## src/rtl/gpio_pkg.sv

```systemverilog
package gpio_pkg;

    localparam int GPIO_ADDR_W = 8;

    typedef enum logic [3:0] {
        RSEL_NONE,
        RSEL_DIR,
        RSEL_MODE,
        RSEL_POL,
        RSEL_RISE,
        RSEL_FALL,
        RSEL_IN,
        RSEL_SET,
        RSEL_CLR,
        RSEL_OUT,
        RSEL_MASK,
        RSEL_EN,
        RSEL_STAT,
        RSEL_ACK
    } gpio_reg_e;

    function automatic gpio_reg_e gpio_decode(input logic [GPIO_ADDR_W-1:0] addr);
        gpio_reg_e r;
        case (addr)
            8'h00:   r = RSEL_DIR;
            8'h04:   r = RSEL_MODE;
            8'h08:   r = RSEL_POL;
            8'h0C:   r = RSEL_RISE;
            8'h10:   r = RSEL_FALL;
            8'h14:   r = RSEL_IN;
            8'h18:   r = RSEL_SET;
            8'h1C:   r = RSEL_CLR;
            8'h20:   r = RSEL_OUT;
            8'h28:   r = RSEL_MASK;
            8'h2C:   r = RSEL_EN;
            8'h30:   r = RSEL_STAT;
            8'h34:   r = RSEL_ACK;
            default: r = RSEL_NONE;
        endcase
        return r;
    endfunction

endpackage

```

## src/rtl/gpio_sync.sv

```systemverilog
module gpio_sync #(
    parameter int WIDTH  = 16,
    parameter int STAGES = 2
) (
    input  logic             clk,
    input  logic             rst_n,
    input  logic [WIDTH-1:0] async_in,
    output logic [WIDTH-1:0] sync_out
);

    logic [STAGES-1:0][WIDTH-1:0] stage_d, stage_q;

    always_comb begin
        stage_d[0] = async_in;
        for (int k = 1; k < STAGES; k++) begin
            stage_d[k] = stage_q[k-1];
        end
    end

    always_ff @(posedge clk) begin
        if (!rst_n) stage_q <= '0;
        else        stage_q <= stage_d;
    end

    assign sync_out = stage_q[STAGES-1];

    generate
        if (STAGES >= 2) begin : g_chk

            sync_shift_chk: assert property (@(posedge clk) disable iff (!rst_n)
                sync_out == $past(stage_q[STAGES-2]));
        end
    endgenerate

endmodule

```

## src/rtl/gpio_irq_detect.sv

```systemverilog
module gpio_irq_detect #(
    parameter int NPINS = 16
) (
    input  logic             clk,
    input  logic             rst_n,
    input  logic [NPINS-1:0] pin_s,
    input  logic [NPINS-1:0] mode_lvl,
    input  logic [NPINS-1:0] pol_hi,
    input  logic [NPINS-1:0] rise_en,
    input  logic [NPINS-1:0] fall_en,
    input  logic [NPINS-1:0] mask,
    input  logic [NPINS-1:0] enable,
    input  logic [NPINS-1:0] ack,
    output logic [NPINS-1:0] stat
);

    typedef struct packed {
        logic [NPINS-1:0] prev;
        logic [NPINS-1:0] lat;
    } det_t;

    det_t det_d, det_q;
    logic [NPINS-1:0] hit;
    logic [NPINS-1:0] lvl_act;
    logic [NPINS-1:0] gate;

    always_comb begin
        hit      = ~mode_lvl & ((rise_en & pin_s & ~det_q.prev) |
                                (fall_en & ~pin_s & det_q.prev));
        lvl_act  = mode_lvl & ~(pin_s ^ pol_hi);
        gate     = enable & ~mask;
        det_d.prev = pin_s;
        det_d.lat  = (det_q.lat & ~ack) | hit;
        stat     = gate & (lvl_act | (~mode_lvl & det_q.lat));
    end

    always_ff @(posedge clk) begin
        if (!rst_n) det_q <= '0;
        else        det_q <= det_d;
    end


    edge_latch_chk: assert property (@(posedge clk) disable iff (!rst_n)
        (|hit) |=> ((det_q.lat & $past(hit)) == $past(hit)));


    ack_clear_chk: assert property (@(posedge clk) disable iff (!rst_n)
        (|(ack & ~hit)) |=> ((det_q.lat & $past(ack & ~hit)) == '0));

endmodule

```

## src/rtl/gpio_regs.sv

```systemverilog
module gpio_regs
    import gpio_pkg::*;
#(
    parameter int NPINS = 16
) (
    input  logic                   clk,
    input  logic                   rst_n,
    input  logic                   bus_valid,
    input  logic                   bus_write,
    input  logic [GPIO_ADDR_W-1:0] bus_addr,
    input  logic [NPINS-1:0]       bus_wdata,
    output logic [NPINS-1:0]       bus_rdata,
    input  logic [NPINS-1:0]       in_data,
    input  logic [NPINS-1:0]       stat,
    output logic [NPINS-1:0]       dir_o,
    output logic [NPINS-1:0]       mode_o,
    output logic [NPINS-1:0]       pol_o,
    output logic [NPINS-1:0]       rise_o,
    output logic [NPINS-1:0]       fall_o,
    output logic [NPINS-1:0]       out_o,
    output logic [NPINS-1:0]       mask_o,
    output logic [NPINS-1:0]       en_o,
    output logic [NPINS-1:0]       ack_o
);

    typedef struct packed {
        logic [NPINS-1:0] dir;
        logic [NPINS-1:0] mode;
        logic [NPINS-1:0] pol;
        logic [NPINS-1:0] rise;
        logic [NPINS-1:0] fall;
        logic [NPINS-1:0] outv;
        logic [NPINS-1:0] mask;
        logic [NPINS-1:0] en;
    } regs_t;

    regs_t     regs_d, regs_q;
    gpio_reg_e rsel;
    logic      wr;

    always_comb begin
        rsel   = gpio_decode(bus_addr);
        wr     = bus_valid & bus_write;
        regs_d = regs_q;
        ack_o  = '0;
        if (wr) begin
            case (rsel)
                RSEL_DIR:  regs_d.dir  = bus_wdata;
                RSEL_MODE: regs_d.mode = bus_wdata;
                RSEL_POL:  regs_d.pol  = bus_wdata;
                RSEL_RISE: regs_d.rise = bus_wdata;
                RSEL_FALL: regs_d.fall = bus_wdata;
                RSEL_SET:  regs_d.outv = regs_q.outv | bus_wdata;
                RSEL_CLR:  regs_d.outv = regs_q.outv & ~bus_wdata;
                RSEL_MASK: regs_d.mask = bus_wdata;
                RSEL_EN:   regs_d.en   = bus_wdata;
                RSEL_ACK:  ack_o       = bus_wdata;
                default:   ;
            endcase
        end
    end

    always_comb begin
        case (rsel)
            RSEL_DIR:  bus_rdata = regs_q.dir;
            RSEL_MODE: bus_rdata = regs_q.mode;
            RSEL_POL:  bus_rdata = regs_q.pol;
            RSEL_RISE: bus_rdata = regs_q.rise;
            RSEL_FALL: bus_rdata = regs_q.fall;
            RSEL_IN:   bus_rdata = in_data;
            RSEL_OUT:  bus_rdata = regs_q.outv;
            RSEL_MASK: bus_rdata = regs_q.mask;
            RSEL_EN:   bus_rdata = regs_q.en;
            RSEL_STAT: bus_rdata = stat;
            default:   bus_rdata = '0;
        endcase
    end

    always_ff @(posedge clk) begin
        if (!rst_n) begin
            regs_q      <= '0;
            regs_q.mask <= '1;
        end else begin
            regs_q <= regs_d;
        end
    end

    assign dir_o  = regs_q.dir;
    assign mode_o = regs_q.mode;
    assign pol_o  = regs_q.pol;
    assign rise_o = regs_q.rise;
    assign fall_o = regs_q.fall;
    assign out_o  = regs_q.outv;
    assign mask_o = regs_q.mask;
    assign en_o   = regs_q.en;


    out_set_chk: assert property (@(posedge clk) disable iff (!rst_n)
        (wr && rsel == RSEL_SET) |=> ((out_o & $past(bus_wdata)) == $past(bus_wdata)));


    out_clr_chk: assert property (@(posedge clk) disable iff (!rst_n)
        (wr && rsel == RSEL_CLR) |=> ((out_o & $past(bus_wdata)) == '0));


    ro_write_chk: assert property (@(posedge clk) disable iff (!rst_n)
        (wr && (rsel == RSEL_IN || rsel == RSEL_OUT || rsel == RSEL_STAT))
        |=> ($stable(out_o) && $stable(dir_o) && $stable(en_o) && $stable(mask_o)));

endmodule

```

## src/rtl/gpio_ctrl.sv

```systemverilog
module gpio_ctrl
    import gpio_pkg::*;
#(
    parameter int NPINS       = 16,
    parameter int SYNC_STAGES = 2
) (
    input  logic                   clk,
    input  logic                   rst_n,
    input  logic                   bus_valid,
    input  logic                   bus_write,
    input  logic [GPIO_ADDR_W-1:0] bus_addr,
    input  logic [NPINS-1:0]       bus_wdata,
    output logic [NPINS-1:0]       bus_rdata,
    input  logic [NPINS-1:0]       pin_in,
    output logic [NPINS-1:0]       pin_out,
    output logic [NPINS-1:0]       pin_oe,
    output logic                   irq
);

    logic [NPINS-1:0] pin_s;
    logic [NPINS-1:0] stat;
    logic [NPINS-1:0] mode, pol, rise, fall, mask, en, ack;

    gpio_sync #(.WIDTH(NPINS), .STAGES(SYNC_STAGES)) u_sync (
        .clk      (clk),
        .rst_n    (rst_n),
        .async_in (pin_in),
        .sync_out (pin_s)
    );

    gpio_regs #(.NPINS(NPINS)) u_regs (
        .clk       (clk),
        .rst_n     (rst_n),
        .bus_valid (bus_valid),
        .bus_write (bus_write),
        .bus_addr  (bus_addr),
        .bus_wdata (bus_wdata),
        .bus_rdata (bus_rdata),
        .in_data   (pin_s),
        .stat      (stat),
        .dir_o     (pin_oe),
        .mode_o    (mode),
        .pol_o     (pol),
        .rise_o    (rise),
        .fall_o    (fall),
        .out_o     (pin_out),
        .mask_o    (mask),
        .en_o      (en),
        .ack_o     (ack)
    );

    gpio_irq_detect #(.NPINS(NPINS)) u_det (
        .clk      (clk),
        .rst_n    (rst_n),
        .pin_s    (pin_s),
        .mode_lvl (mode),
        .pol_hi   (pol),
        .rise_en  (rise),
        .fall_en  (fall),
        .mask     (mask),
        .enable   (en),
        .ack      (ack),
        .stat     (stat)
    );

    assign irq = |stat;


    gate_chk: assert property (@(posedge clk) disable iff (!rst_n)
        (stat & (mask | ~en)) == '0);

endmodule

```

## config.mk

```make
export PLATFORM = sky130hd
export DESIGN_NAME = gpio_ctrl
export DESIGN_NICKNAME = d
export VERILOG_FILES = /design/src/rtl/gpio_pkg.sv /design/src/rtl/gpio_sync.sv /design/src/rtl/gpio_irq_detect.sv /design/src/rtl/gpio_regs.sv /design/src/rtl/gpio_ctrl.sv
export SDC_FILE = /design/constraint.sdc
export NUM_CORES = 1
export LEC_CHECK = 0
export BUFFER_PORTS_ARGS = -buffer_cell sky130_fd_sc_hd__buf_2
export CAP_MARGIN = 20
export CORE_AREA = 2 2 146 148
export CTS_CLUSTER_DIAMETER = 60
export DETAILED_ROUTE_END_ITERATION = 7
export DIE_AREA = 0 0 148 150
export SYNTH_ARGS = -nofsm -noshare
export SYNTH_HDL_FRONTEND = slang
export SYNTH_SLANG_ARGS = --single-unit
```

## constraint.sdc

```tcl
create_clock -name clk -period 4.4 [get_ports clk]
set_input_delay 0.88 -clock clk [delete_from_list [all_inputs] [get_ports clk]]
set_output_delay 0.88 -clock clk [all_outputs]
set_load 0.01 [all_outputs]
```

# Yosys cells after proc, flatten, opt, wreduce, memory -nomap -nowiden
# Memories as Yosys holds them, arrays and structs flattened.
# Cells that the tools add are included.
word_totals:
  reg_bits: 192
  out_inout_bits: 49
  in_bits: 44
  n_memories: 1
  elab_cells: 66
  romBits: 256
memory_table:
  columns: ["name", "depth", "word_bits", "rd", "rd_ports_with_merged_regs", "write_ports", "line_no", "rtl"]
  rows:
  - ["(name not given)", 64, 4, 1, 0, 0, "gpio_pkg.sv:24", "case (addr)"]
classes:
  n_eq_ne: 13
  n_reduce_logical: 11
  mux: 5
  bitwise: 24
op_table:
  columns: ["op", "count"]
  rows:
  - ["AND 16 bit", 11]
  - ["case mux 16 bit (10 select lines)", 1]
  - ["NOT 16 bit", 7]
  - ["bitwise OR 16 bit", 4]
  - ["2-to-1 mux 16 bit", 2]
  - ["case mux 16 bit (2 select lines)", 1]
  - ["== test 4 bit (second input constant)", 6]
  - ["== test 4 x 3 -> 1 bit (second input constant)", 4]
  - ["AND reduction 2 bit", 8]
  - ["OR reduction 16 bit", 1]
  - ["bitwise XOR 16 bit", 1]
  - ["== test 4 x 2 -> 1 bit (second input constant)", 2]
  - ["== test 4 x 1 -> 1 bit (second input constant)", 1]
  - ["2-to-1 mux 4 bit", 1]
  - ["zero test 2 bit", 1]
  - ["nonzero test 2 bit", 1]
  - ["AND 1 bit", 1]

# Longest topological paths before layout
# Gate-level depths: netlist (run 1).
logic_depth:
  ltp_word: 8
  depth_mapped: 9
  mapped_depth_nobuf: 6

# Hierarchy
# Synthesis (run 1) repeated with hierarchy kept, for this count alone.
unflattened:
  hier_cells: 1111
  hier_area_um2: 9753.1
modules_own_cells:
  columns: ["module", "n_inst", "cells_per_inst", "area_each_um2", "seq_area_each_um2"]
  rows:
  - ["gpio_regs", 1, 842, 7025.5, 2562.5]
  - ["gpio_irq_detect", 1, 197, 1800.5, 640.6]
  - ["gpio_sync", 1, 67, 895.9, 640.6]
  - ["gpio_ctrl", 1, 5, 31.3, 0.0]

# Worst setup path after synthesis (run 1)
# OpenSTA, ideal clock, no wires.
synth_path:
  path_kind: "input port to output port"
  from: "in bus_addr[7]"
  to: "out bus_rdata[8]"
  n_path_buf: 3
  slack_ps: 919
  stages: 6
  t_arrival_ps: 2601
  required_time_ps: 3520
  cell_sequence: "or4_4 buf_6 buf_6 or3_1 buf_2 o21ai_0"
synth_between:
  elab_chain_cells: 4
  elab_cells_between_ends: 13
  classes_between: "10 x eq/ne; 2 x mux; 1 x reduce/logical"
synth_rtl:
  columns: ["element", "line_no", "rtl"]
  rows:
  - ["start: declaration", "gpio_ctrl.sv:11", "input logic [GPIO_ADDR_W-1:0] bus_addr,"]
  - ["zero test 2 bit *", "gpio_pkg.sv:24", null]
  - ["2-to-1 mux 4 bit *", "gpio_pkg.sv:24", null]
  - ["== test 4 bit, or another cell as far along", "gpio_regs.sv:64", "case (rsel)"]
  - ["case mux 16 bit (10 select lines) *", "gpio_regs.sv:64", null]
  - ["end: declaration", "gpio_ctrl.sv:13", "output logic [NPINS-1:0] bus_rdata,"]
# Every way passes the cells marked *; elsewhere a longest branch is shown, timed or not.

# Worst setup path in the final report (run 1)
# Same ends and word-level chain as after synthesis.

==> results of run 1 <==
state kept, by name, indices dropped and copies added (netlist names), named ones only:
signal,cells
u_regs.dir_o,16
u_regs.rise_o,16
u_det.det_q,32
u_regs.en_o,16
u_regs.mask_o,16
u_sync.sync_out,16
u_regs.pol_o,16
u_regs.mode_o,16
u_regs.fall_o,16
u_sync.stage_d,16
metal layers:
metal / global-route usage [%] / up-vias / wire [um]
met5: 0 / - / 0
met3: 6.34 / 75 / 2360
met1: 36.4 / 3798 / 13300
li1: - / 3870 / -
met2: 43.8 / 358 / 13500
met4: 12.0 / 0 / 1230
cell usage in the layout (no fill, tap or decap), types with 17 or more instances in the layout:
cell type                   instances
sky130_fd_sc_hd__mux2i_1           76
sky130_fd_sc_hd__nor3b_1           19
sky130_fd_sc_hd__nor2_1            47
sky130_fd_sc_hd__o21ai_0           56
sky130_fd_sc_hd__clkbuf_16         17
sky130_fd_sc_hd__buf_2             91
sky130_fd_sc_hd__buf_4             37
sky130_fd_sc_hd__xnor2_1           17
sky130_fd_sc_hd__inv_1             17
sky130_fd_sc_hd__and2_1            66
sky130_fd_sc_hd__nor2b_1           35
sky130_fd_sc_hd__nand2_1          226
sky130_fd_sc_hd__nand3_1           21
sky130_fd_sc_hd__a21boi_0          59
sky130_fd_sc_hd__dfxtp_1          192
power by group:
part           internal, mW  switching, mW
clock                 0.796          0.709
sequential             1.75         0.0144
combinational        0.0727          0.132
worst max path at each step:
stage | startpoint | end | slack (ns)
after CTS | bus_addr[7] | bus_rdata[4] | 0.42
after detailed placement | bus_addr[7] | bus_rdata[4] | 0.43
after floorplan | bus_addr[7] | bus_rdata[8] | 0.92
final | bus_addr[7] | bus_rdata[8] | 0.37
after global placement | bus_addr[7] | bus_rdata[6] | 0.45
after global routing | bus_addr[7] | bus_rdata[6] | 0.31
critical path, cell delays in order:
cell	delay [ns]
sky130_fd_sc_hd__buf_2	0.11
sky130_fd_sc_hd__or4_4	0.63
sky130_fd_sc_hd__buf_4	0.24
sky130_fd_sc_hd__nor3_2	0.54
sky130_fd_sc_hd__o2bb2ai_1	0.19
sky130_fd_sc_hd__a221oi_1	0.09
sky130_fd_sc_hd__o21a_1	0.15
sky130_fd_sc_hd__o21ai_0	0.12
sky130_fd_sc_hd__buf_2	0.19
area by class of cell:
class,count,area [um2],area share [%]
sequential,192,3840,36.7
multi-input combinational,782,4910,46.9
timing repair buffer,129,753,7.20
clock buffer,19,443,4.23
tap,275,344,3.29
inverter,18,67.6,0.646
clock inverter,11,106,1.02
logic make-up (layout without fill, tap and decap cells):
| family | after synthesis | in the layout |
|---|---|---|
| and+or+nand+nor | 453 | 453 |
| DFF | 192 | 192 |
| buffers and inverters | 96 | 177 |
| xor gates and xnor gates | 19 | 19 |
| AOI/OAI and AO/OA | 232 | 232 |
| muxes | 78 | 78 |
stage by stage:
stage,setup slack [ns],hold slack [ns],instances
final,0.366,0.434,1426
after global routing,0.308,0.452,1426
after CTS,0.422,0.437,1426
after detailed placement,0.434,0.421,1396
after global placement,0.454,0.414,1396
after floorplan,0.919,0.412,1070
==> results.md, run 1 <==
- The DRC violation count after routing is 0.
- The startpoint of the most critical hold path is u_sync.stage_d[29].
- The final global-route overflow total is 0.
- The vertical die dimension is 150 um.
- For this run, the share of the core covered by cells in the final layout is 50.6%.
- The synthesized netlist devotes 18.5% of its cell area to compound gates.
- The half-perimeter wire length after detailed placement is 20500 um.
- The worst pin sits at a relative slew slack of 26.6%.
- Static timing analysis puts the maximum clock frequency at 248 MHz.
- Summing over every cut layer, the via total after detailed routing is 8101.
- The cell chosen for the clock root is sky130_fd_sc_hd__clkbuf_16.
- Summed over all layers, the routed wires come to 30400 um.
- In this run the worst hold path is classified as flip-flop to flip-flop.
- In the synthesized netlist the dominant register cell turns out to be sky130_fd_sc_hd__dfxtp_1.
- The number of buffers inserted by hold repair at cts is 0.
- During synthesis, Yosys emitted a total of 0 warnings.
- The routed wirelength normalized by instance count is 21.3 um.
- Across the routed clock network, the largest skew measured is 0.00715 ns.
- After floorplanning, the core was divided into 53 placement rows.
- The number of antenna diodes in the final layout is 0.
- In this run, the number of DRC markers left after iteration 0 of detailed routing was 870.
- Entering global routing, the biggest net connects 115 pins.
- The number of buffers inserted to repair setup after CTS is 0.
- The biggest area contributor in the post-synthesis netlist is sky130_fd_sc_hd__dfxtp_1.
- The post-route netlist has 16.4% of its cells at a drive strength greater than 1.
- The part of the Yosys area used for sequential elements is 41.9%.
- By area the synthesized netlist is led by sky130_fd_sc_hd__dfxtp_1 42%, sky130_fd_sc_hd__nand2_1 9.3%, sky130_fd_sc_hd__mux2i_1 8.3%, sky130_fd_sc_hd__a21boi_0 4.8%, sky130_fd_sc_hd__and2_1 4.5%.
- The maximum resistive drop on vdd is 0.258 mV.
- The setup check on the worst reg-to-reg path leaves a slack of 3.30 ns.
- The die covers 22200 um2.
- The initial antenna violation count is 1.
- The setup violation total in the final timing report is 0.
- The final count of pins violating max slew was 0.
- For the worst setup path, the data arrival time is 3.15 ns.
- The end point of the worst hold path is u_sync.sync_out[13].
- The critical setup path kind is input port to output pin.
- By area, the combinational part of the netlist is dominated by simple AND/OR/NAND/NOR gates.
- In the synthesized netlist, the number of instances is 1070.
- The completed layout was analyzed and its total power is 3.48 mW.
- In this run the power density over the cells is 332 nW/um2.
- The number of nets in the synthesized netlist is 1114.
- Of the post-synthesis cell area, the part taken by muxes is 8.54%.
- The flow ran to the end, and the final reports show no timing, DRC or antenna violations.
- The total of fill cells in the finished design is 2020.
- The all-layer global routing usage is 27.7%.
- The congestion estimate from routability-driven global placement came to 0.903.
- In this run the static leakage power is 4.01 nW.
- STA classifies the critical path endpoint as an output pin.
- Clock-pin slew was measured on the worst setup and hold paths at 0.07 ns.
- The minimum clock period is 4.03 ns.
- The via count of the first global-routing pass is 7648.
- The required time of the worst setup path is 3.52 ns.
- The reg-to-reg critical path endpoint is u_det.det_q[9].
- The number of maximum-capacitance constraint violations is 0.
- CTS saw 192 sinks.
- Setup repair after global routing left no endpoint under its margin.
- The worst reg-to-reg path cell count is 4.
- The source-to-sink clock delay at the later pin of the worst-skew pair is 0.43 ns.
- Summed over all failing endpoints, the final setup total negative slack is 0 ns.
- The instance count along the most critical hold path is 1.
- The share of the synthesized netlist area taken by xor and xnor gates is 1.82%.
- The commonest cells after synthesis are 226 x sky130_fd_sc_hd__nand2_1, 192 x sky130_fd_sc_hd__dfxtp_1, 76 x sky130_fd_sc_hd__mux2i_1.
- After clock tree synthesis, the repair step resized 0 gates.
- The remaining number of nets flagged by the antenna check after routing is 0.
- For this configuration, the core starts out at a cell density of 44.3%.
- sky130_fd_sc_hd__nand2_1 is the most common cell in the netlist.
- The number of enable-type register cells in the synthesized netlist is 0.
- In this run, distinct cell masters in the synthesized netlist total 52.
- The startpoint of the most critical register-to-register path is u_sync.sync_out[9].
- For this run, the detailed router's first-pass iteration total came to 8.
- Synthesis inferred 192 register bits.
- TritonCTS built the clock tree.
- The final period utilization is 91.7%.
- The floorplan step defined a core boundary enclosing 20700 um2.
- The post-synthesis instance area is 9170 um2.
- The maximum clock path buffer count is 2.
- Summing the areas of all fa, ha and maj instances in the mapped netlist gives 0% of the synthesized area.
- The die is 148 um wide.
- Dividing the synthesized area by the synthesized cell count gives 8.57 um2.
- The area overhead of the layout relative to synthesis is 14.2%.
- The number of hold violations in the final report came to 0.
- The number of levels in the clock H-tree is 4.
- The category of the worst setup path launch point is an input port.
- The slew at the pin with the worst max-slew slack is 1.10 ns.
- After detailed placement, the total cell area comes to 9920 um2.
- For this run, asynchronously set or reset flops after synthesis account for 0%.
- The post-detailed-route via-to-cell ratio is 5.68.
- The finished cells cover 10500 um2.
- The net count of the finished layout is 1184.
- In this run the worst path has a maximum fanout of 10.
- The first global-routing pass estimated 46300 um of wire.
- In this run the biggest area consumer among cell types represents 41.9% of the synthesized area.
- 93 I/O pins were placed.
- Of the total synthesized cell area, the portion taken by AND, OR, NAND and NOR gates is 24.6%.
- The count of port buffers added during placement is 92.
- The CTS buffer count is 17.
(Power assumes the default switching activity.)
==> run 2: changes to the inputs <==
--- a/config.mk
+++ b/config.mk
@@ -5,12 +5,13 @@
 export SDC_FILE = /design/constraint.sdc
 export NUM_CORES = 1
 export LEC_CHECK = 0
-export BUFFER_PORTS_ARGS = -buffer_cell sky130_fd_sc_hd__buf_2
 export CAP_MARGIN = 20
 export CORE_AREA = 2 2 146 148
 export CTS_CLUSTER_DIAMETER = 60
 export DETAILED_ROUTE_END_ITERATION = 7
 export DIE_AREA = 0 0 148 150
+export DONT_BUFFER_PORTS = 1
+export SKIP_LAST_GASP = 1
 export SYNTH_ARGS = -nofsm -noshare
 export SYNTH_HDL_FRONTEND = slang
 export SYNTH_SLANG_ARGS = --single-unit
==> run 2 against run 1 <==
  * The run now ends with design-rule violations left
  * Worst setup slack better by 0.11 ns
  * Maximum frequency rose by 2.9%
  * Count of clock-buffer cells in the layout shrank 1
  * Sequential share of layout area increased by 1.6 points
  * Via count shrank 3.8%
  * Register-to-register slack is essentially flat
  * Critical endpoint is now bus_rdata[1]
  * Largest cell class unchanged
==> results.md, run 2 (synthesis gave the netlist of run 1 again) <==
- The instance count along the most critical hold path came to 1 (unchanged).
- The maximum clock path buffer count was 2 (unchanged).
- The maximum resistive drop on vdd came to 0.242 mV (-6.1%).
- The detailed-route wire length is 29800 um (-1.9%).
- The proportion of layout cells with a drive suffix above 1 is 8.82% (-7.6 points).
- The CTS buffer count is 17 (unchanged).
- The count of routing violations after the opening detailed-route iteration came to 855 (-1.7%).
- The final worst-path setup slack was 0.480 ns (+0.114 ns).
- The reported leakage power is 3.58 nW (-11%).
- The area of the die is 22200 um2 (unchanged).
- The number of hold violations in the final report is 0 (unchanged).
- The reg-to-reg critical path endpoint is u_det.det_q[7].
- The CTS sink count is 192 (unchanged).
- The setup violation total in the final timing report is 0 (unchanged).
- The register-to-register setup slack was 3.29 ns (about the same).
- The highest net fanout along the worst path is 23 (+13).
- The critical path is of the input port to output pin type.
- The power per cell area is 354 nW/um2 (+6.6%).
- The initial core utilization came to 44.3% (unchanged).
- The DRC violation count after routing was 6 (+6).
- Leaving out fill and tap cells, the most frequent cells in the layout are 226 x sky130_fd_sc_hd__nand2_1, 192 x sky130_fd_sc_hd__dfxtp_1, 76 x sky130_fd_sc_hd__mux2i_1.
- The number of optimization iterations in the first detailed-route pass is 8 (unchanged).
- The via count is 7797 (-3.8%).
- The accumulated negative setup slack is 0 ns (unchanged).
- Leaving out fill and tap cells, the most frequent cell in the layout is sky130_fd_sc_hd__nand2_1.
- The final count of pins violating max slew was 0 (unchanged).
- The achievable clock frequency came to 255 MHz (+2.9%).
- The register ranked first by flip-flop count is u_det.det_q.
- The last weighted congestion value of the routability-driven placer is 0.939 (+3.9%).
- The number of antenna cells inserted was 0 (unchanged).
- The floorplan die width came to 148 um (unchanged).
- The wire length of the first global-routing pass is 45000 um (-2.8%).
- The quantity of gates resized following cts is 0 (unchanged).
- The final global-route overflow total is 0 (unchanged).
- The source-to-sink clock delay at the later pin of the worst-skew pair came to 0.45 ns (+0.02 ns).
- The initial antenna violation count was 0 (-1).
- The final setup skew is 0.0109 ns (+0.00373 ns).
- The final period utilization is 89.1% (-2.6 points).
- The run finished, with violations left.
- The total I/O pin count was 93 (unchanged).
- The worst reg-to-reg path cell count is 4 (unchanged).
- The required time of the worst setup path was 3.52 ns (about the same).
- The path class of the tightest hold or removal check is flip-flop to flip-flop.
- The tightest hold margin is 0.436 ns (+0.00134 ns).
- TritonCTS built the clock tree.
- The clock transition time at the flip-flop clock pins of the worst setup and hold paths is 0.07 ns (about the same).
- The half-perimeter wire length after detailed placement is 19800 um (-3.2%).
- The number of buffers inserted to repair setup after CTS is 0 (unchanged).
- In this run the clock root is driven by a sky130_fd_sc_hd__clkbuf_16.
- The row count was 53 (unchanged).
- The post-detailed-route via-to-cell ratio is 5.87 (+3.3%).
- The vertical die dimension is 150 um (unchanged).
- The via count of the first global-routing pass is 7346 (-3.9%).
- The post-placement setup slack is 0.544 ns (+0.111 ns).
- The worst hold path terminates at u_sync.sync_out[13].
- The maximum number of pins on one net before global-route repair is 193 (+68%).
- The minimum clock period is 3.92 ns (-0.114 ns).
- The net count of the finished layout was 1085 (-8.4%).
- The flip-flop count of the largest register, all copies and words added is 32 (unchanged).
- Setup repair after global routing left no endpoint under its margin.
- The worst setup path is launched from an input port.
- The number of levels in the clock H-tree is 4 (unchanged).
- The worst register-to-register path begins at u_sync.sync_out[7].
- The relative slew slack is 31.4% (+4.7 points).
- The core footprint was 20700 um2 (unchanged).
- The all-layer global routing usage came to 27.0% (-0.74 points).
- The remaining number of nets flagged by the antenna check after routing came to 0 (unchanged).
- The final reports fail on design-rule violations.
- The total of fill cells in the finished design is 1991 (-1.4%).
- The count of port buffers added during placement is 0 (-100%).
- The startpoint of the most critical hold path is u_sync.stage_d[29].
- The slew at the pin with the worst max-slew slack came to 1.03 ns (-0.0708 ns).
- The arrival time at the worst endpoint is 3.04 ns (-0.11 ns).
- The area overhead of the layout relative to synthesis is 9.31%.
- The routed wirelength normalized by instance count is 22.5 um (+5.2%).
- The number of maximum-capacitance constraint violations is 0 (unchanged).
- The number of buffers inserted by hold repair at cts was 0 (unchanged).
- The nature of the critical path endpoint is an output pin.
## run 2: through the flow
| step | cell area, um2 | cells | power [mW] | utilization [%] |
|---|---|---|---|---|
| 2_1_floorplan | 9170 | 1070 | 1.94 | - |
| 3_3_place_gp | 9390 | 1297 | 1.92 | 45.4 |
| 3_5_place_dp | 9390 | 1297 | 1.93 | 45.4 |
| 4_1_cts | 10000 | 1329 | 3.56 | 48.4 |
| 5_1_grt | 10000 | 1329 | 3.64 | 48.4 |
| 6_report | 10000 | 1329 | 3.55 | 48.4 |
## run 2: worst max-delay path by stage
stage,slack [ns],cells after the start,start,end
detailed placement,0.54,6,bus_addr[7],bus_rdata[1]
global route,0.45,6,bus_addr[7],bus_rdata[1]
CTS,0.50,6,bus_addr[7],bus_rdata[1]
global placement,0.56,6,bus_addr[7],bus_rdata[1]
floorplan,0.92,6,bus_addr[7],bus_rdata[8]
finish,0.48,6,bus_addr[7],bus_rdata[1]
## run 2: critical path, cell delays in order
cell and delay [ns]:
sky130_fd_sc_hd__or4_4 0.73, sky130_fd_sc_hd__or2_0 0.32, sky130_fd_sc_hd__buf_4 0.21, sky130_fd_sc_hd__a222oi_1 0.37, sky130_fd_sc_hd__o22ai_1 0.15, sky130_fd_sc_hd__a211o_1 0.37
## run 2: layer usage
metal	share of wire, %	vias up	GRT usage, %	wire (um)
met1	43	3652	36.8	12800
met4	3.8	0	11.5	1120
met5	0	-	0	0
met2	45	402	42.4	13400
li1	-	3666	-	-
met3	8.2	77	4.51	2450
## run 2: area by class of cell
type	instances	area (um2)	area share [%]
clock inverters	14	196	1.96
inverters	18	67.6	0.674
repair buffers	30	225	2.25
clock buffers	18	429	4.28
well taps	275	344	3.43
flip-flops and latches	192	3840	38.4
multi-input cells	782	4910	49.0
## run 2: power by group
| group | internal (mW) | switching, mW |
|---|---|---|
| clock | 0.917 | 0.746 |
| sequential | 1.75 | 0.0164 |
| combinational | 0.0529 | 0.0636 |
| total | 2.72 | 0.826 |
==> run 3: changes to the inputs <==
--- a/config.mk
+++ b/config.mk
@@ -11,6 +11,7 @@
 export DETAILED_ROUTE_END_ITERATION = 7
 export DIE_AREA = 0 0 148 150
 export DONT_BUFFER_PORTS = 1
+export PLACE_DENSITY_LB_ADDON = 0.15
 export SKIP_LAST_GASP = 1
 export SYNTH_ARGS = -nofsm -noshare
 export SYNTH_HDL_FRONTEND = slang
==> run 3 against run 2 <==
  * The flow now finishes without violations
  * Worst setup slack improved by 0.013 ns
  * Register-to-register slack about the same
  * Core utilization increased by 0.13 points
  * Flip-flop and latch count unchanged
  * Global-route usage increased by 0.37 points
  * Sequential power about the same
  * Count of clock-buffer cells in the layout unchanged
  * Largest power group unchanged
  * Highest routed layer unchanged
==> results.md, run 3 (synthesis gave the netlist of run 1 again) <==
- The run finished with clean final reports.
- The total of fill cells in the finished design came to 2070 (+4.0%).
- The critical path is of the input port to output pin type.
- The required time of the worst setup path is 3.52 ns (about the same).
- The sequential share of power came to 50.1% (+0.2 points).
- TritonCTS built the clock tree.
- The internal power summed over all cells is 2.72 mW (-0.28%).
- The initial antenna violation count is 0 (unchanged).
- The post-placement setup slack is 0.530 ns (-0.0149 ns).
- The register with the most flip-flops in the final layout is u_det.det_q.
- The total I/O pin count was 93 (unchanged).
- The min-delay analysis places its worst path in the category flip-flop to flip-flop.
- The net count of the finished layout was 1091 (+0.55%).
- The accumulated negative setup slack is 0 ns (unchanged).
- The final worst-path setup slack came to 0.493 ns (+0.0128 ns).
- Relative to the synthesized area, the layout overhead comes to 9.61%.
- The combinational share of power is 3.3% (about the same).
- Setup repair after global routing left no endpoint under its margin.
- The number of optimization iterations in the first detailed-route pass was 8 (unchanged).
- The post-layout instance count excluding filler cells is 1335 (+0.45%).
- The flip-flop count of the largest register, all copies and words added is 32 (unchanged).
- The global-route layer with the greatest usage is met2.
- The final period utilization was 88.8% (-0.29 points).
- The setup violation total in the final timing report is 0 (unchanged).
- The kind of cell with the highest combined delay along the critical path is simple AND/OR/NAND/NOR gates.
- The final global-route overflow total was 0 (unchanged).
- The met1 track demand over resource came to 37.3% (+0.56 points).
- The nature of the critical path endpoint is an output pin.
- The area of the die is 22200 um2 (unchanged).
- The via count is 7834 (+0.47%).
- The final core area utilization is 48.6% (+0.13 points).
- The highest net fanout along the worst path came to 17 (-26%).
- The core footprint is 20700 um2 (unchanged).
- The number of maximum-capacitance constraint violations is 0 (unchanged).
- The vertical die dimension was 150 um (unchanged).
- The worst-path cell with the longest stage delay is sky130_fd_sc_hd__or4_4.
- The CTS buffer count came to 17 (unchanged).
- The achievable clock frequency is 256 MHz (+0.33%).
- The proportion of layout cells with a drive suffix above 1 is 9.34% (+0.52 points).
- The CTS sink count is 192 (unchanged).
- The number of buffers inserted by hold repair at cts is 0 (unchanged).
- The number of buffers inserted to repair setup after CTS is 0 (unchanged).
- The final setup skew was 0.00514 ns (-0.00574 ns).
- The tightest hold margin is 0.433 ns (-0.00298 ns).
- The routed wirelength normalized by instance count came to 22.7 um (+0.95%).
- The switching share of power is 23.2% (-0.10 points).
- STA classifies the critical path startpoint as an input port.
- The remaining number of nets flagged by the antenna check after routing is 0 (unchanged).
- The wire length of the first global-routing pass is 45400 um (+1.0%).
- The power spent charging and discharging nets is 0.819 mW (-0.85%).
- The final count of pins violating max slew was 0 (unchanged).
- The row count is 53 (unchanged).
- The maximum clock path buffer count came to 2 (unchanged).
- The tree is rooted in a sky130_fd_sc_hd__clkbuf_16.
- The count of routing violations after the opening detailed-route iteration is 876 (+2.5%).
- The number of antenna cells inserted is 0 (unchanged).
- The reported leakage power was 3.60 nW (+0.67%).
- The count of port buffers added during placement is 0 (unchanged).
- The floorplan die width is 148 um (unchanged).
- The initial core utilization is 44.3% (unchanged).
- The signal on the critical path passes through or4_4 > buf_4 > or3_1 > o2bb2ai_1 > a221oi_1 > o21a_1 > o21ai_0 > buf_4.
- The quantity of gates resized following cts is 0 (unchanged).
- The relative slew slack is 26.9% (-4.5 points).
- The worst reg-to-reg path cell count was 4 (unchanged).
- The half-perimeter wire length after detailed placement is 20200 um (+1.8%).
- The clock share of power came to 46.6% (-0.2 points).
- The arrival time at the worst endpoint is 3.03 ns (about the same).
- The maximum resistive drop on vdd is 0.257 mV (+6.1%).
- The critical path depth in cells was 8 (+2).
- The number of hold violations in the final report is 0 (unchanged).
- The via count of the first global-routing pass is 7183 (-2.2%).
- The maximum single-stage delay on the critical path is 0.69 ns (-0.04 ns).
- The maximum number of pins on one net before global-route repair is 193 (unchanged).
- The source-to-sink clock delay at the later pin of the worst-skew pair is 0.44 ns (about the same).
- The count of placed standard cells including taps came to 1303 (+0.46%).
- In the layout the commonest cells are 226 x sky130_fd_sc_hd__nand2_1, 192 x sky130_fd_sc_hd__dfxtp_1, 76 x sky130_fd_sc_hd__mux2i_1.
- The DRC violation count after routing is 0 (-6).
- The power per cell area came to 352 nW/um2 (-0.68%).
- By instance count, the cell type seen most on the critical path is sky130_fd_sc_hd__buf_4.
- The count of buffering cells on the critical path with inverters included was 2 (+1).
- The all-layer global routing usage is 27.4% (+0.37 points).
- The last weighted congestion value of the routability-driven placer is 0.902 (-4.0%).
- The slew at the pin with the worst max-slew slack came to 1.09 ns (+0.0669 ns).
- The most common cell after layout, fill and taps aside is sky130_fd_sc_hd__nand2_1.
- The fraction of met3 tracks used by global routing is 5.40% (+0.88 points).
- The met2 track demand over resource in global routing came to 42.5% (+0.12 points).
- The post-detailed-route via-to-cell ratio came to 5.87 (about the same).
- The detailed-route wire length is 30300 um (+1.4%).
- The minimum clock period came to 3.91 ns (-0.0128 ns).
- The instance count along the most critical hold path was 1 (unchanged).
- The clock transition time at the flip-flop clock pins of the worst setup and hold paths is 0.07 ns (about the same).
- The number of levels in the clock H-tree is 4 (unchanged).
[run 3: layout make-up]
type | count | area [um2] | share of cell area [%]
tap | 275 | 344 | 3.42
clock buffer | 18 | 429 | 4.27
sequential | 192 | 3840 | 38.3
inverter | 18 | 67.6 | 0.672
timing repair buffer | 36 | 270 | 2.69
multi-input combinational | 782 | 4910 | 48.9
clock inverter | 14 | 179 | 1.78
[run 3: path summary, 6_finish.rpt]
path / from / to / slack [ns]
min reg2reg: u_sync.stage_d[29] / u_sync.sync_out[13] / 0.43
min: u_sync.stage_d[29] / u_sync.sync_out[13] / 0.43
max: bus_addr[7] / bus_rdata[8] / 0.49
max reg2reg: u_sync.sync_out[9] / u_det.det_q[9] / 3.28
[run 3: metal layers]
metal  share of wire [%]  vias to the layer above
li1                    -                     3673
met1                  44                     3731
met2                  45                      363
met3                 7.9                       67
met4                 3.3                        0
met5                   0                        -
[run 3: worst reg2reg max path, stage by stage, from the launching register on]
cell and delay [ns]:
sky130_fd_sc_hd__dfxtp_1 0.54, sky130_fd_sc_hd__inv_1 0.08, sky130_fd_sc_hd__a31oi_1 0.17, sky130_fd_sc_hd__o21ai_0 0.08, sky130_fd_sc_hd__and2_1 0.15
[run 3: power groups by stage]
stage / Clock (mW) / Combinational, mW / Sequential [mW]
global route: 1.73 / 0.125 / 1.77
CTS: 1.66 / 0.116 / 1.77
floorplan: 0 / 0.132 / 1.80
finish: 1.65 / 0.118 / 1.77
detailed placement: 0 / 0.116 / 1.81
global placement: 0 / 0.116 / 1.81
[run 3: stage by stage]
step                      power (mW)  area [um2]
after global placement          1.93        9440
final                           3.54       10000
after global routing            3.63       10000
after detailed placement        1.93        9440
after floorplan                 1.94        9170
after CTS                       3.55       10000
